==> src/rtl/xfer_stage_pkg.sv <==
`timescale 1ns/1ps
package xfer_stage_pkg;
  // Which kind of update the buffer performs this cycle, highest priority first.
  typedef enum logic [1:0] {
    OP_FLUSH = 2'd0,
    OP_LOAD  = 2'd1,
    OP_HOST  = 2'd2
  } stage_op_e;
endpackage

==> src/rtl/xfer_stage_level.sv <==
`timescale 1ns/1ps
module xfer_stage_level
  import xfer_stage_pkg::*;
#(
  parameter int DEPTH = 4,
  localparam int CW = $clog2(DEPTH + 1)
) (
  input  logic          clk,
  input  logic          rst_n,
  input  stage_op_e     op,
  input  logic          push_go,
  input  logic          pop_go,
  input  logic [CW-1:0] load_n,
  output logic [CW-1:0] count
);
  localparam logic [CW-1:0] FULL_LVL = CW'(DEPTH);

  logic [CW-1:0] after_pop;
  logic [CW-1:0] count_nxt;

  always_comb begin
    after_pop = count - CW'(pop_go);
    unique case (op)
      OP_FLUSH: count_nxt = '0;
      OP_LOAD:  count_nxt = load_n;
      default:  count_nxt = after_pop + CW'(push_go);
    endcase
  end

  always_ff @(posedge clk or negedge rst_n) begin
    if (!rst_n) count <= '0;
    else        count <= count_nxt;
  end

  AST_NO_OVERFLOW: assert property (@(posedge clk) disable iff (!rst_n)
    count <= FULL_LVL);

  AST_EMPTY_POP_HOLDS: assert property (@(posedge clk) disable iff (!rst_n)
    (op == OP_HOST && count == '0 && !push_go) |=> count == '0);

  AST_LOAD_LEVEL: assert property (@(posedge clk) disable iff (!rst_n)
    (op == OP_LOAD) |=> count == $past(load_n));
endmodule

==> src/rtl/xfer_stage_slots.sv <==
`timescale 1ns/1ps
module xfer_stage_slots
  import xfer_stage_pkg::*;
#(
  parameter int DW    = 8,
  parameter int DEPTH = 4,
  localparam int CW = $clog2(DEPTH + 1)
) (
  input  logic                clk,
  input  logic                rst_n,
  input  stage_op_e           op,
  input  logic                push_go,
  input  logic [DW-1:0]       push_data,
  input  logic                pop_go,
  input  logic [CW-1:0]       count,
  input  logic [CW-1:0]       load_n,
  input  logic [DEPTH*DW-1:0] load_data,
  output logic [DW-1:0]       head
);
  logic [DW-1:0] slot [DEPTH];
  logic [DW-1:0] slot_nxt [DEPTH];
  logic [CW-1:0] base;

  always_comb begin
    base = count - CW'(pop_go);
    for (int i = 0; i < DEPTH; i++) slot_nxt[i] = slot[i];
    unique case (op)
      OP_FLUSH: begin
        for (int i = 0; i < DEPTH; i++) slot_nxt[i] = '0;
      end
      OP_LOAD: begin
        for (int i = 0; i < DEPTH; i++)
          if (CW'(i) < load_n) slot_nxt[i] = load_data[i*DW +: DW];
      end
      default: begin
        // The pop shifts first. The push then lands on the first free slot.
        if (pop_go) begin
          for (int i = 0; i < DEPTH - 1; i++) slot_nxt[i] = slot[i+1];
          slot_nxt[DEPTH-1] = '0;
        end
        for (int i = 0; i < DEPTH; i++)
          if (push_go && CW'(i) == base) slot_nxt[i] = push_data;
      end
    endcase
  end

  for (genvar g = 0; g < DEPTH; g++) begin : g_slot
    always_ff @(posedge clk or negedge rst_n) begin
      if (!rst_n) slot[g] <= '0;
      else        slot[g] <= slot_nxt[g];
    end
  end

  assign head = slot[0];

  AST_FLUSH_ZERO: assert property (@(posedge clk) disable iff (!rst_n)
    (op == OP_FLUSH) |=> (slot[0] == '0 && slot[DEPTH-1] == '0));

  AST_POP_SHIFT: assert property (@(posedge clk) disable iff (!rst_n)
    (op == OP_HOST && pop_go && count >= CW'(2)) |=> slot[0] == $past(slot[1]));
endmodule

==> src/rtl/xfer_stage_flags.sv <==
`timescale 1ns/1ps
module xfer_stage_flags
  import xfer_stage_pkg::*;
#(
  parameter int DEPTH = 4,
  localparam int CW = $clog2(DEPTH + 1)
) (
  input  logic          clk,
  input  logic          rst_n,
  input  stage_op_e     op,
  input  logic          push_go,
  input  logic          pop_go,
  input  logic [CW-1:0] count,
  input  logic [CW-1:0] load_n,
  output logic          has_data,
  output logic          is_full
);
  localparam logic [CW-1:0] FULL_LVL = CW'(DEPTH);

  logic          has_nxt;
  logic          full_nxt;
  logic [CW-1:0] after_pop;

  always_comb begin
    has_nxt   = has_data;
    full_nxt  = is_full;
    after_pop = count - CW'(pop_go);
    unique case (op)
      OP_FLUSH: begin
        has_nxt  = 1'b0;
        full_nxt = 1'b0;
      end
      OP_LOAD: begin
        if (load_n != '0)      has_nxt  = 1'b1;
        if (load_n == FULL_LVL) full_nxt = 1'b1;
      end
      default: begin
        if (pop_go && count == FULL_LVL) full_nxt = 1'b0;
        if (pop_go && count == CW'(1))   has_nxt  = 1'b0;
        if (push_go && after_pop == '0)  has_nxt  = 1'b1;
        if (push_go && after_pop == FULL_LVL - CW'(1)) full_nxt = 1'b1;
      end
    endcase
  end

  always_ff @(posedge clk or negedge rst_n) begin
    if (!rst_n) begin
      has_data <= 1'b0;
      is_full  <= 1'b0;
    end else begin
      has_data <= has_nxt;
      is_full  <= full_nxt;
    end
  end

  AST_FULL_ON_FILL: assert property (@(posedge clk) disable iff (!rst_n)
    (op == OP_HOST && push_go && !pop_go && count == FULL_LVL - CW'(1)) |=> is_full);

  AST_FLUSH_CLEARS: assert property (@(posedge clk) disable iff (!rst_n)
    (op == OP_FLUSH) |=> (!has_data && !is_full));

  AST_LAST_POP_CLEARS: assert property (@(posedge clk) disable iff (!rst_n)
    (op == OP_HOST && pop_go && !push_go && count == CW'(1)) |=> !has_data);
endmodule

==> src/rtl/xfer_byte_stage.sv <==
`timescale 1ns/1ps
module xfer_byte_stage
  import xfer_stage_pkg::*;
#(
  parameter int DW    = 8,
  parameter int DEPTH = 4,
  parameter logic [DW-1:0] EMPTY_BYTE = '1,
  localparam int CW = $clog2(DEPTH + 1)
) (
  input  logic                clk,
  input  logic                rst_n,
  input  logic                push_valid,
  output logic                push_ready,
  input  logic [DW-1:0]       push_data,
  input  logic                pop_req,
  output logic [DW-1:0]       pop_data,
  input  logic                flush,
  input  logic                load_en,
  input  logic [CW-1:0]       load_count,
  input  logic [DEPTH*DW-1:0] load_data,
  output logic                has_data,
  output logic                is_full
);
  localparam logic [CW-1:0] FULL_LVL = CW'(DEPTH);

  stage_op_e     op;
  logic [CW-1:0] count;
  logic [CW-1:0] load_n;
  logic [DW-1:0] head;
  logic          push_go;
  logic          pop_go;

  always_comb begin
    if (flush)        op = OP_FLUSH;
    else if (load_en) op = OP_LOAD;
    else              op = OP_HOST;
  end

  assign load_n     = (load_count > FULL_LVL) ? FULL_LVL : load_count;
  assign pop_go     = (op == OP_HOST) && pop_req && (count != '0);
  assign push_ready = (op == OP_HOST) && ((count != FULL_LVL) || pop_req);
  assign push_go    = push_valid && push_ready;
  assign pop_data   = (count == '0) ? EMPTY_BYTE : head;

  xfer_stage_level #(.DEPTH(DEPTH)) u_level (
    .clk(clk), .rst_n(rst_n), .op(op), .push_go(push_go), .pop_go(pop_go),
    .load_n(load_n), .count(count)
  );

  xfer_stage_slots #(.DW(DW), .DEPTH(DEPTH)) u_slots (
    .clk(clk), .rst_n(rst_n), .op(op), .push_go(push_go), .push_data(push_data),
    .pop_go(pop_go), .count(count), .load_n(load_n), .load_data(load_data),
    .head(head)
  );

  xfer_stage_flags #(.DEPTH(DEPTH)) u_flags (
    .clk(clk), .rst_n(rst_n), .op(op), .push_go(push_go), .pop_go(pop_go),
    .count(count), .load_n(load_n), .has_data(has_data), .is_full(is_full)
  );

  AST_FULL_BLOCKS_PUSH: assert property (@(posedge clk) disable iff (!rst_n)
    (count == FULL_LVL && !pop_req) |-> !push_ready);
endmodule

==> config.mk <==
export PLATFORM = sky130hd
export DESIGN_NAME = xfer_byte_stage
export DESIGN_NICKNAME = d
export VERILOG_FILES = /design/src/rtl/xfer_stage_pkg.sv /design/src/rtl/xfer_stage_level.sv /design/src/rtl/xfer_stage_slots.sv /design/src/rtl/xfer_stage_flags.sv /design/src/rtl/xfer_byte_stage.sv
export SDC_FILE = /design/constraint.sdc
export NUM_CORES = 1
export LEC_CHECK = 0
export BUFFER_PORTS_ARGS = -buffer_cell sky130_fd_sc_hd__buf_2
export CAP_MARGIN = 10
export CELL_PAD_IN_SITES_DETAIL_PLACEMENT = 0
export CELL_PAD_IN_SITES_GLOBAL_PLACEMENT = 1
export CORE_AREA = 2 2 89 91
export DETAILED_ROUTE_END_ITERATION = 10
export DIE_AREA = 0 0 91 93
export PLACE_DENSITY_LB_ADDON = 0.1
export SYNTH_ARGS = -nofsm -noshare
export SYNTH_HDL_FRONTEND = slang
export SYNTH_HIERARCHICAL = 1
export SYNTH_SLANG_ARGS = --single-unit
export TNS_END_PERCENT = 10
==> constraint.sdc <==
create_clock -name clk -period 3.4 [get_ports clk]
set_input_delay 0.34 -clock clk [delete_from_list [all_inputs] [get_ports clk]]
set_output_delay 0.34 -clock clk [all_outputs]
set_load 0.1 [all_outputs]
==> impl_results.md, run 1 <==
* Worst hold path type: primary input to asynchronous set/reset pin
* Worst Setup EP: u_slots/slot[0]
* Clock sinks at 37
* Yosys warning count at 6
* Req. time, crit path at 3.58 ns
* Biggest area consumer among synthesized cells: dfrtp_1
* Vias at 2,213
* FMAX at 0.332 GHz
* Chip width at just over 90 um
* P_sw at 0.000469 W
* WS Path Type: flip-flop to flip-flop
* Fin. max-slew vios at 0
* CTS Buf Count at 5
* First-pass GRT wire length at about 11 mm
* Max Cap Viol at 0
* Clock power share at 26.0%
* Die extent in y at about 93 um
* Syn avg cell area at ~9 um^2
* Number of global-route vias before repair at approximately 2,300
* Clock skew at 0.00963 ns
* Wirelength per Cell at ~16 um
* R2r startpoint: u_level/count[1]
* Met1 wire length at between 3 and 4 mm
* Final count of hold timing violations at 0
* Setup_tns at 0 ns
* Beginning of the critical path: u_level/count[1]
* Critical path, cell by cell: nor3_2 > and3b_1 > ha_1 > ha_1 > or4b_1 > a21oi_2 > mux2_2
* Clock Latency Late Sink at ~0.30 ns
* GR Overflow Total at 0
* Seq/Total Area, Yosys at between 30% and 40%
* Diodes inserted at 0
* Async SR Flop Fraction at between 90% and 100%
* Post-synth cell types at 44
* Share of Yosys cell area claimed by the top area cell type at 36.6%
* Cts hold-fix bufs at 0
* Post-synth net total at 334
* Num ports at 60
* First-pass DRT Iterations at 5
* Synth Instances at 278
* Most frequent cells after synthesis: 57 x nand2_1, 37 x dfrtp_1, 32 x mux2_2
* Port Buf Inserts at around 60
* Root buf cell: clkbuf_8
* Starting Density at roughly 34%
* DR iter-0 viols at slightly below 70
* GRT Total Usage at 16.8%
* Worst-margin pin slew at between 0.8 and 0.9 ns
* Final setup fails at 0
* Sw Share at 38.4%
* Setup WS pre-CTS at 0.417 ns
* Status: finished, final reports clean
* Worst path arrival time at 3.20 ns
* P_leak at 1.25 nW
* RSZ-0062 raised after global routing: false
* FF-to-FF path depth at 7
* Initial antenna violation count at 0
* Post-DRT Antenna Nets at 0
* Largest net degree at the start of global routing at 45
* CORE AREA at 7530 um^2
* Gate power share at 31.8%
* Yosys reg bits at 37
* Share of cells above drive strength 1 at 37.3%
* Post-CTS Setup Inserts at 0
* Netlist Area Pre-Place at ~2500 um^2
* Vias per cell at 5.10
* CTS Buffer Depth at 2
* Final period util at 88.6%
* Worst setup margin at 0.386 ns
* Cell mode on critical path: ha_1
* Dpl hpwl at 5.10 mm
* Max stage delay on crit path at 0.54 ns
* Synth top area cells: dfrtp_1 37%, mux2_2 14%, nand2_1 8.4%, a31oi_1 6.2%, a21oi_1 4.9%
* NumNets Final at 387
* Met2 WL post-DR at between 3 and 4 mm
* Final cell count without fillers at 434
* Uppermost layer routed: met4
* R2r endpoint: u_slots/slot[0]
* Most common cell in the netlist: nand2_1
* Drt total wl at 6.98 mm
* Gp weighted congestion at 0.735
* Prevailing post-synth register cell: dfrtp_1
* Layout area overhead at 17.5%
* Post-synth EDFFs at 0
* Post-placement cell count at 426
* Post_cts resized at 0
* Total length of routed met3 wires at 229 um
* P_int at 0.000753 W
* Startpoint types: flip-flop
* Kind of end point of the critical path: flip-flop
* Slew headroom at between 40% and 50%
* Worst Path Max Fanout at 8
* PwrDens at 411 nW/um^2
* CTS clk-pin slew, worst paths at about 0.080 ns
* R2R setup slack at 0.39 ns
* Tmin final at between 3 and 4 ns
* DRC Markers at 0
* CP max stage cell: or4b_1
* Row cnt at 32
* H-tree depth at 2
* Total die area at 8460 um^2
* Clock tree from TritonCTS: done
* VDD IR-drop max at 0.124 mV
* Flop pwr share at between 40% and 50%
==> logic make-up (layout without fill, tap and decap cells) <==
group | Yosys count | after routing | share of synthesized area [%]
AO/OA/AOI/OAI | 69 | 69 | 17.1
XOR/XNOR | 3 | 3 | 1.58
adder cells (fa/ha/maj) | 7 | 7 | 3.75
buffers and inverters | 32 | 86 | 7.11
flip-flops | 37 | 37 | 36.6
multiplexers | 33 | 33 | 14.6
AND/OR/NAND/NOR | 97 | 97 | 19.3
==> how the worst min path moves through the flow <==
stage / end / cells after the start / start
2_1_floorplan: u_flags/has_data / 0 / rst_n
3_3_place_gp: u_slots/slot[2] / 1 / u_slots/slot[2]
3_5_place_dp: u_slots/slot[4] / 1 / u_slots/slot[4]
4_1_cts: u_slots/head[0] / 1 / rst_n
5_1_grt: u_slots/head[0] / 1 / rst_n
6_report: u_slots/head[0] / 1 / rst_n
==> stage by stage <==
stage          hold slack, ns  area, um^2  util [%]  total power (W)
2_1_floorplan          0.0444        2530         -         0.000829
4_1_cts                 0.192        2980      39.5          0.00123
3_5_place_dp            0.496        2890      38.4         0.000917
6_report                0.154        2980      39.5          0.00122
5_1_grt                 0.220        2980      39.5          0.00128
3_3_place_gp            0.492        2890      38.4         0.000913
==> routing by layer <==
metal  vias up  GRT usage [%]
met5         -              0
met4         0           4.29
met3         8           2.90
met2        38           28.8
met1      1081           22.0
li1       1086              -
==> layout by cell type, fill, tap and decap left out, types with 2 or more instances in the layout <==
cell type	count
ha_1	6
nand3b_1	2
clkinv_2	2
inv_1	9
nor2_1	5
a31oi_1	25
nand2_1	57
nor2b_1	5
buf_4	10
or2_2	8
buf_2	59
and3b_1	2
o21ai_1	3
mux2_2	32
dfrtp_1	37
a21oi_1	25
clkbuf_8	5
a22o_1	11
==> power by group through the flow <==
stage                     sequential (W)  combinational (W)  clock, W
after floorplan                 0.000532           0.000298         0
after global placement          0.000524           0.000389         0
after detailed placement        0.000525           0.000392         0
after CTS                       0.000516           0.000392  0.000324
after global routing            0.000522           0.000420  0.000342
final                           0.000516           0.000388  0.000318
==> area by class of cell <==
type	count	area, um^2
repair buffers	69	370
clock buffers	5	68.8
fillers	828	4550
clock inverters	3	17.5
multi-input cells	209	1430
flip-flops and latches	37	926
well taps	102	128
inverters	9	33.8
==> worst max-delay path, delay by kind of cell, from the launching register on <==
kind | cells | cell delay, ns
AOI/OAI and AO/OA | 1 | 0.45
adders and majority gates | 2 | 0.54
DFF | 1 | 0.49
muxes | 1 | 0.40
and+or+nand+nor | 3 | 1.02
==> flip-flops by register name, summed over array words and instances, names as in the netlist <==
signal	cells
u_slots/slot	24
u_slots/head	8
u_level/count	3
u_flags/has_data	1
u_flags/is_full	1
No activity file was read; power rests on OpenSTA's default activity.
==> inputs of run 2 (changes only) <==
--- a/config.mk
+++ b/config.mk
@@ -12,6 +12,7 @@
 export CORE_AREA = 2 2 89 91
 export DETAILED_ROUTE_END_ITERATION = 10
 export DIE_AREA = 0 0 91 93
+export MAX_ROUTING_LAYER = met4
 export PLACE_DENSITY_LB_ADDON = 0.1
 export SYNTH_ARGS = -nofsm -noshare
 export SYNTH_HDL_FRONTEND = slang
==> impl_results.md, run 2 (synthesis gave the netlist of run 1 again) <==
* Status: finished, final reports clean
* Dpl hpwl at 5.10 mm
* Final Cell Area at 2980 um^2
* NumNets Final at between 300 and 400
* Number of global-route vias before repair at about 2,300
* Num ports at 60
* First-pass GRT wire length at approximately 11 mm
* VDD IR-drop max at around 0.12 mV
* Biggest register: u_slots/slot
* Layout area overhead at 17.5%
* FF-to-FF path depth at 7
* Worst hold path type: primary input to asynchronous set/reset pin
* Vias per cell at between 5 and 6
* Port Buf Inserts at slightly below 60
* Final period util at around 90%
* CTS clk-pin slew, worst paths at ~0.080 ns
* Gp weighted congestion at between 0.7 and 0.8
* WS Path Type: flip-flop to flip-flop
* Fin. max-slew vios at 0
* Wirelength per Cell at 16.1 um
* Beginning of the critical path: u_level/count[1]
* Drt total wl at 6.99 mm
* Req. time, crit path at between 3 and 4 ns
* Final Core Density at about two fifths
* Initial antenna violation count at 0
* Clock skew at 0.00919 ns
* R2r startpoint: u_level/count[1]
* Final count of hold timing violations at 0
* FMAX at roughly 0.33 GHz
* DR iter-0 viols at between 60 and 70
* Setup_tns at 0 ns
* Post_cts resized at 0
* Vias at 2,220
* Clock Latency Late Sink at 0.30 ns
* Max Cap Viol at 0
* Worst-margin pin slew at between 0.8 and 0.9 ns
* RSZ-0062 raised after global routing: false
* Commonest non-fill, non-tap cell in the layout: buf_2
* R2r endpoint: u_slots/slot[0]
* Clock tree from TritonCTS: done
* Slew headroom at 42.6%
* Row cnt at 32
* CTS Buf Count at 5
* P_leak at between 1 and 1.5 nW
* Worst path arrival time at 3.20 ns
* Diodes inserted at 0
* GRT Total Usage at between 10% and 20%
* Cts hold-fix bufs at 0
* Starting Density at between 30 and 40%
* GR Overflow Total at 0
* DRC Markers at 0
* H-tree depth at 2
* Max FFs per register at 24
* Root buf cell: clkbuf_8
* Largest net degree at the start of global routing at 45
* Post-CTS Setup Inserts at 0
* Most frequent cells in the layout: 59 x buf_2, 57 x nand2_1, 37 x dfrtp_1
* CTS Buffer Depth at 2
* Tmin final at 3.02 ns
* Clock sinks at 37
* Startpoint types: flip-flop
* First-pass DRT Iterations at 4
* Final setup fails at 0
* Die extent in y at 93 um
* Share of cells above drive strength 1 at approximately 37%
* Total die area at 8460 um^2
* Kind of end point of the critical path: flip-flop
* Chip width at between 90 and 100 um
* PwrDens at 411 nW/um^2
* CORE AREA at 7530 um^2
* R2R setup slack at 0.38 ns
* Post-DRT Antenna Nets at 0
* Worst Path Max Fanout at 8
* Placed cell area at around 2900 um^2
==> run 2: cell counts in the layout (fill, tap and decap cells not counted) <==
Identical to the previous run, type by type.
==> run 2: stage by stage <==
step	setup slack, ns	power [W]	cells	hold slack [ns]
2_1_floorplan	0.399	0.000829	278	0.0444
3_3_place_gp	0.477	0.000913	426	0.492
3_5_place_dp	0.417	0.000917	426	0.496
4_1_cts	0.396	0.00123	434	0.192
5_1_grt	0.232	0.00128	434	0.219
6_report	0.382	0.00122	434	0.149
==> run 2: final cells by class <==
type | count | area (um^2)
clock inverter | 3 | 17.5
tap | 102 | 128
timing repair buffer | 69 | 370
fill | 828 | 4550
clock buffer | 5 | 68.8
sequential | 37 | 926
multi-input combinational | 209 | 1430
inverter | 9 | 33.8
==> run 2: routing by layer <==
metal / vias up / global-route usage, % / wire, um / part of all wire (%)
met5: - / - / 0 / 0
met3: 8 / 2.90 / 254 / 3.6
li1: 1085 / - / - / -
met4: 0 / 4.29 / 101 / 1.4
met2: 59 / 28.7 / 3320 / 48
met1: 1068 / 22.1 / 3310 / 47
==> run 2: critical path, stage by stage (launching register included) <==
cell,delay (ns)
dfrtp_1,0.49
nor3_2,0.21
and3b_1,0.27
ha_1,0.21
ha_1,0.33
or4b_1,0.54
a21oi_2,0.46
mux2_2,0.40
==> run 2: worst max path at each step <==
stage,slack (ns),to,depth (start not counted)
3_5_place_dp,0.42,u_slots/slot[0],7
6_report,0.38,u_slots/slot[0],7
3_3_place_gp,0.48,u_slots/slot[0],7
2_1_floorplan,0.40,push_ready,2
4_1_cts,0.40,u_slots/slot[0],7
5_1_grt,0.23,u_slots/slot[7],7
==> run 2: report_power, final <==
| part | leakage (nW) | switching [W] | internal, W | total (W) |
|---|---|---|---|---|
| Combinational | 0.732 | 0.000264 | 0.000125 | 0.000389 |
| Clock | 0.0439 | 0.000175 | 0.000142 | 0.000317 |
| Sequential | 0.477 | 0.0000292 | 0.000487 | 0.000516 |
| Total | 1.25 | 0.000468 | 0.000753 | 0.00122 |
==> inputs of run 3 (changes only) <==
--- a/config.mk
+++ b/config.mk
@@ -9,9 +9,9 @@
 export CAP_MARGIN = 10
 export CELL_PAD_IN_SITES_DETAIL_PLACEMENT = 0
 export CELL_PAD_IN_SITES_GLOBAL_PLACEMENT = 1
-export CORE_AREA = 2 2 89 91
+export CORE_AREA = 2 2 83 85
 export DETAILED_ROUTE_END_ITERATION = 10
-export DIE_AREA = 0 0 91 93
+export DIE_AREA = 0 0 85 87
 export MAX_ROUTING_LAYER = met4
 export PLACE_DENSITY_LB_ADDON = 0.1
 export SYNTH_ARGS = -nofsm -noshare
==> impl_results.md, run 3 (synthesis gave the netlist of run 1 again) <==
* Setup_tns at 0 ns
* R2R setup slack at approximately 0.39 ns
* H-tree depth at 2
* Cell mode on critical path: ha_1
* CTS Buffer Depth at 2
* CTS Buf Count at 5
* Gp weighted congestion at 0.778
* Max Cap Viol at 0
* Post-DRT Antenna Nets at 0
* Total die area at between 7000 and 8000 um^2
* Chip width at ~85 um
* Layout area overhead at 16.1%
* Clock sinks at 37
* Initial antenna violation count at 0
* CP max stage cell: or4b_1
* NumNets Final at just under 400
* Fillcell total at 676
* Req. time, crit path at 3.58 ns
* Worst hold path type: primary input to asynchronous set/reset pin
* Commonest non-fill, non-tap cell in the layout: buf_2
* Status: finished, final reports clean
* FF-to-FF path depth at 8
* Hold_ws at 0.159 ns
* Max stage delay on crit path at 0.51 ns
* Row cnt at 30
* Number of global-route vias before repair at 2,136
* Startpoint types: flip-flop
* Port Buf Inserts at 59
* Wirelength per Cell at 15.7 um
* R2r startpoint: u_level/count[2]
* WS Path Type: flip-flop to flip-flop
* Share of cells above drive strength 1 at a little over a third
* GRT Total Usage at 18.8%
* Post-CTS Setup Inserts at 0
* Slew headroom at between 40% and 50%
* Root buf cell: clkbuf_8
* Clock Latency Late Sink at 0.29 ns
* RSZ-0062 raised after global routing: false
* Die extent in y at 87 um
* CORE AREA at 6570 um^2
* Biggest register: u_slots/slot
* Post_cts resized at 0
* Worst-margin pin slew at around 0.87 ns
* Clock tree from TritonCTS: done
* DRC Markers at 0
* GR Overflow Total at 0
* Vias per cell at between 5 and 6
* Fin. max-slew vios at 0
* Num ports at 60
* CTS clk-pin slew, worst paths at 0.08 ns
* Worst path arrival time at approximately 3.2 ns
* Critical path, cell by cell: nor3_2 > and3b_1 > ha_1 > ha_1 > xor2_1 > or4b_1 > a21oi_2 > mux2_2
* VDD IR-drop max at 0.256 mV
* FMAX at 0.333 GHz
* Final count of hold timing violations at 0
* Kind of end point of the critical path: flip-flop
* Tmin final at 3.01 ns
* Max FFs per register at 24
* Vias at 2,152
* Drt total wl at roughly 6.4 mm
* Final setup fails at 0
* Final period util at 88.4%
* Worst Path Max Fanout at 8
* Starting Density at about 39%
* Largest net degree at the start of global routing at 45
* Cts hold-fix bufs at 0
* Diodes inserted at 0
* First-pass GRT wire length at 10.7 mm
* Clock skew at between 0.005 and 0.006 ns
* DR iter-0 viols at 86
* Dpl hpwl at 4.77 mm
* PwrDens at 413 nW/um^2
* R2r endpoint: u_slots/slot[5]
* P_leak at 1.25 nW
* First-pass DRT Iterations at 4
* Most frequent cells in the layout: 59 x buf_2, 57 x nand2_1, 37 x dfrtp_1
-- run 3: worst max-delay path, delay by kind of cell (launching register included) --
kind,cells,cell delay (ns)
adders and majority gates,2,0.40
AOI/OAI and AO/OA,1,0.44
and+or+nand+nor,3,1.01
xor gates and xnor gates,1,0.17
muxes,1,0.40
DFF,1,0.48
-- run 3: worst max path at each step --
stage / cells after the start / endpoint / from
3_5_place_dp: 7 / u_slots/slot[5] / u_level/count[2]
5_1_grt: 7 / u_slots/slot[5] / u_level/count[2]
6_report: 8 / u_slots/slot[5] / u_level/count[2]
3_3_place_gp: 8 / u_slots/slot[0] / u_level/count[2]
2_1_floorplan: 2 / push_ready / u_level/count[2]
4_1_cts: 8 / u_slots/slot[5] / u_level/count[2]
-- run 3: per-layer routing --
layer / vias to the layer above / GRT usage (%) / routed length, um
met1: 1001 / 25.6 / 3110
met2: 51 / 29.6 / 2980
met3: 7 / 2.84 / 274
met5: - / - / 0
li1: 1093 / - / -
met4: 0 / 5.05 / 68
-- run 3: report_power, final --
group / switching [W] / internal, W / total [W]
Sequential: 0.0000290 / 0.000487 / 0.000516
Combinational: 0.000260 / 0.000124 / 0.000383
Clock: 0.000155 / 0.000161 / 0.000316
Total: 0.000444 / 0.000772 / 0.00122
-- run 3: through the flow --
stage / setup WS [ns] / instance area [um^2] / std cells / utilization, % / power, W
after floorplan: 0.399 / 2530 / 278 / - / 0.000829
final: 0.395 / 2940 / 410 / 44.8 / 0.00122
after CTS: 0.394 / 2940 / 410 / 44.8 / 0.00123
after global routing: 0.282 / 2940 / 410 / 44.8 / 0.00128
after detailed placement: 0.411 / 2850 / 403 / 43.4 / 0.000911
after global placement: 0.471 / 2850 / 403 / 43.4 / 0.000909
-- run 3: area by class of cell --
type / count / area (um^2) / share of cell area [%]
clock buffer: 7 / 86.3 / 2.94
timing repair buffer: 68 / 363 / 12.3
multi-input combinational: 209 / 1430 / 48.7
sequential: 37 / 926 / 31.5
tap: 80 / 100 / 3.40
inverter: 9 / 33.8 / 1.15
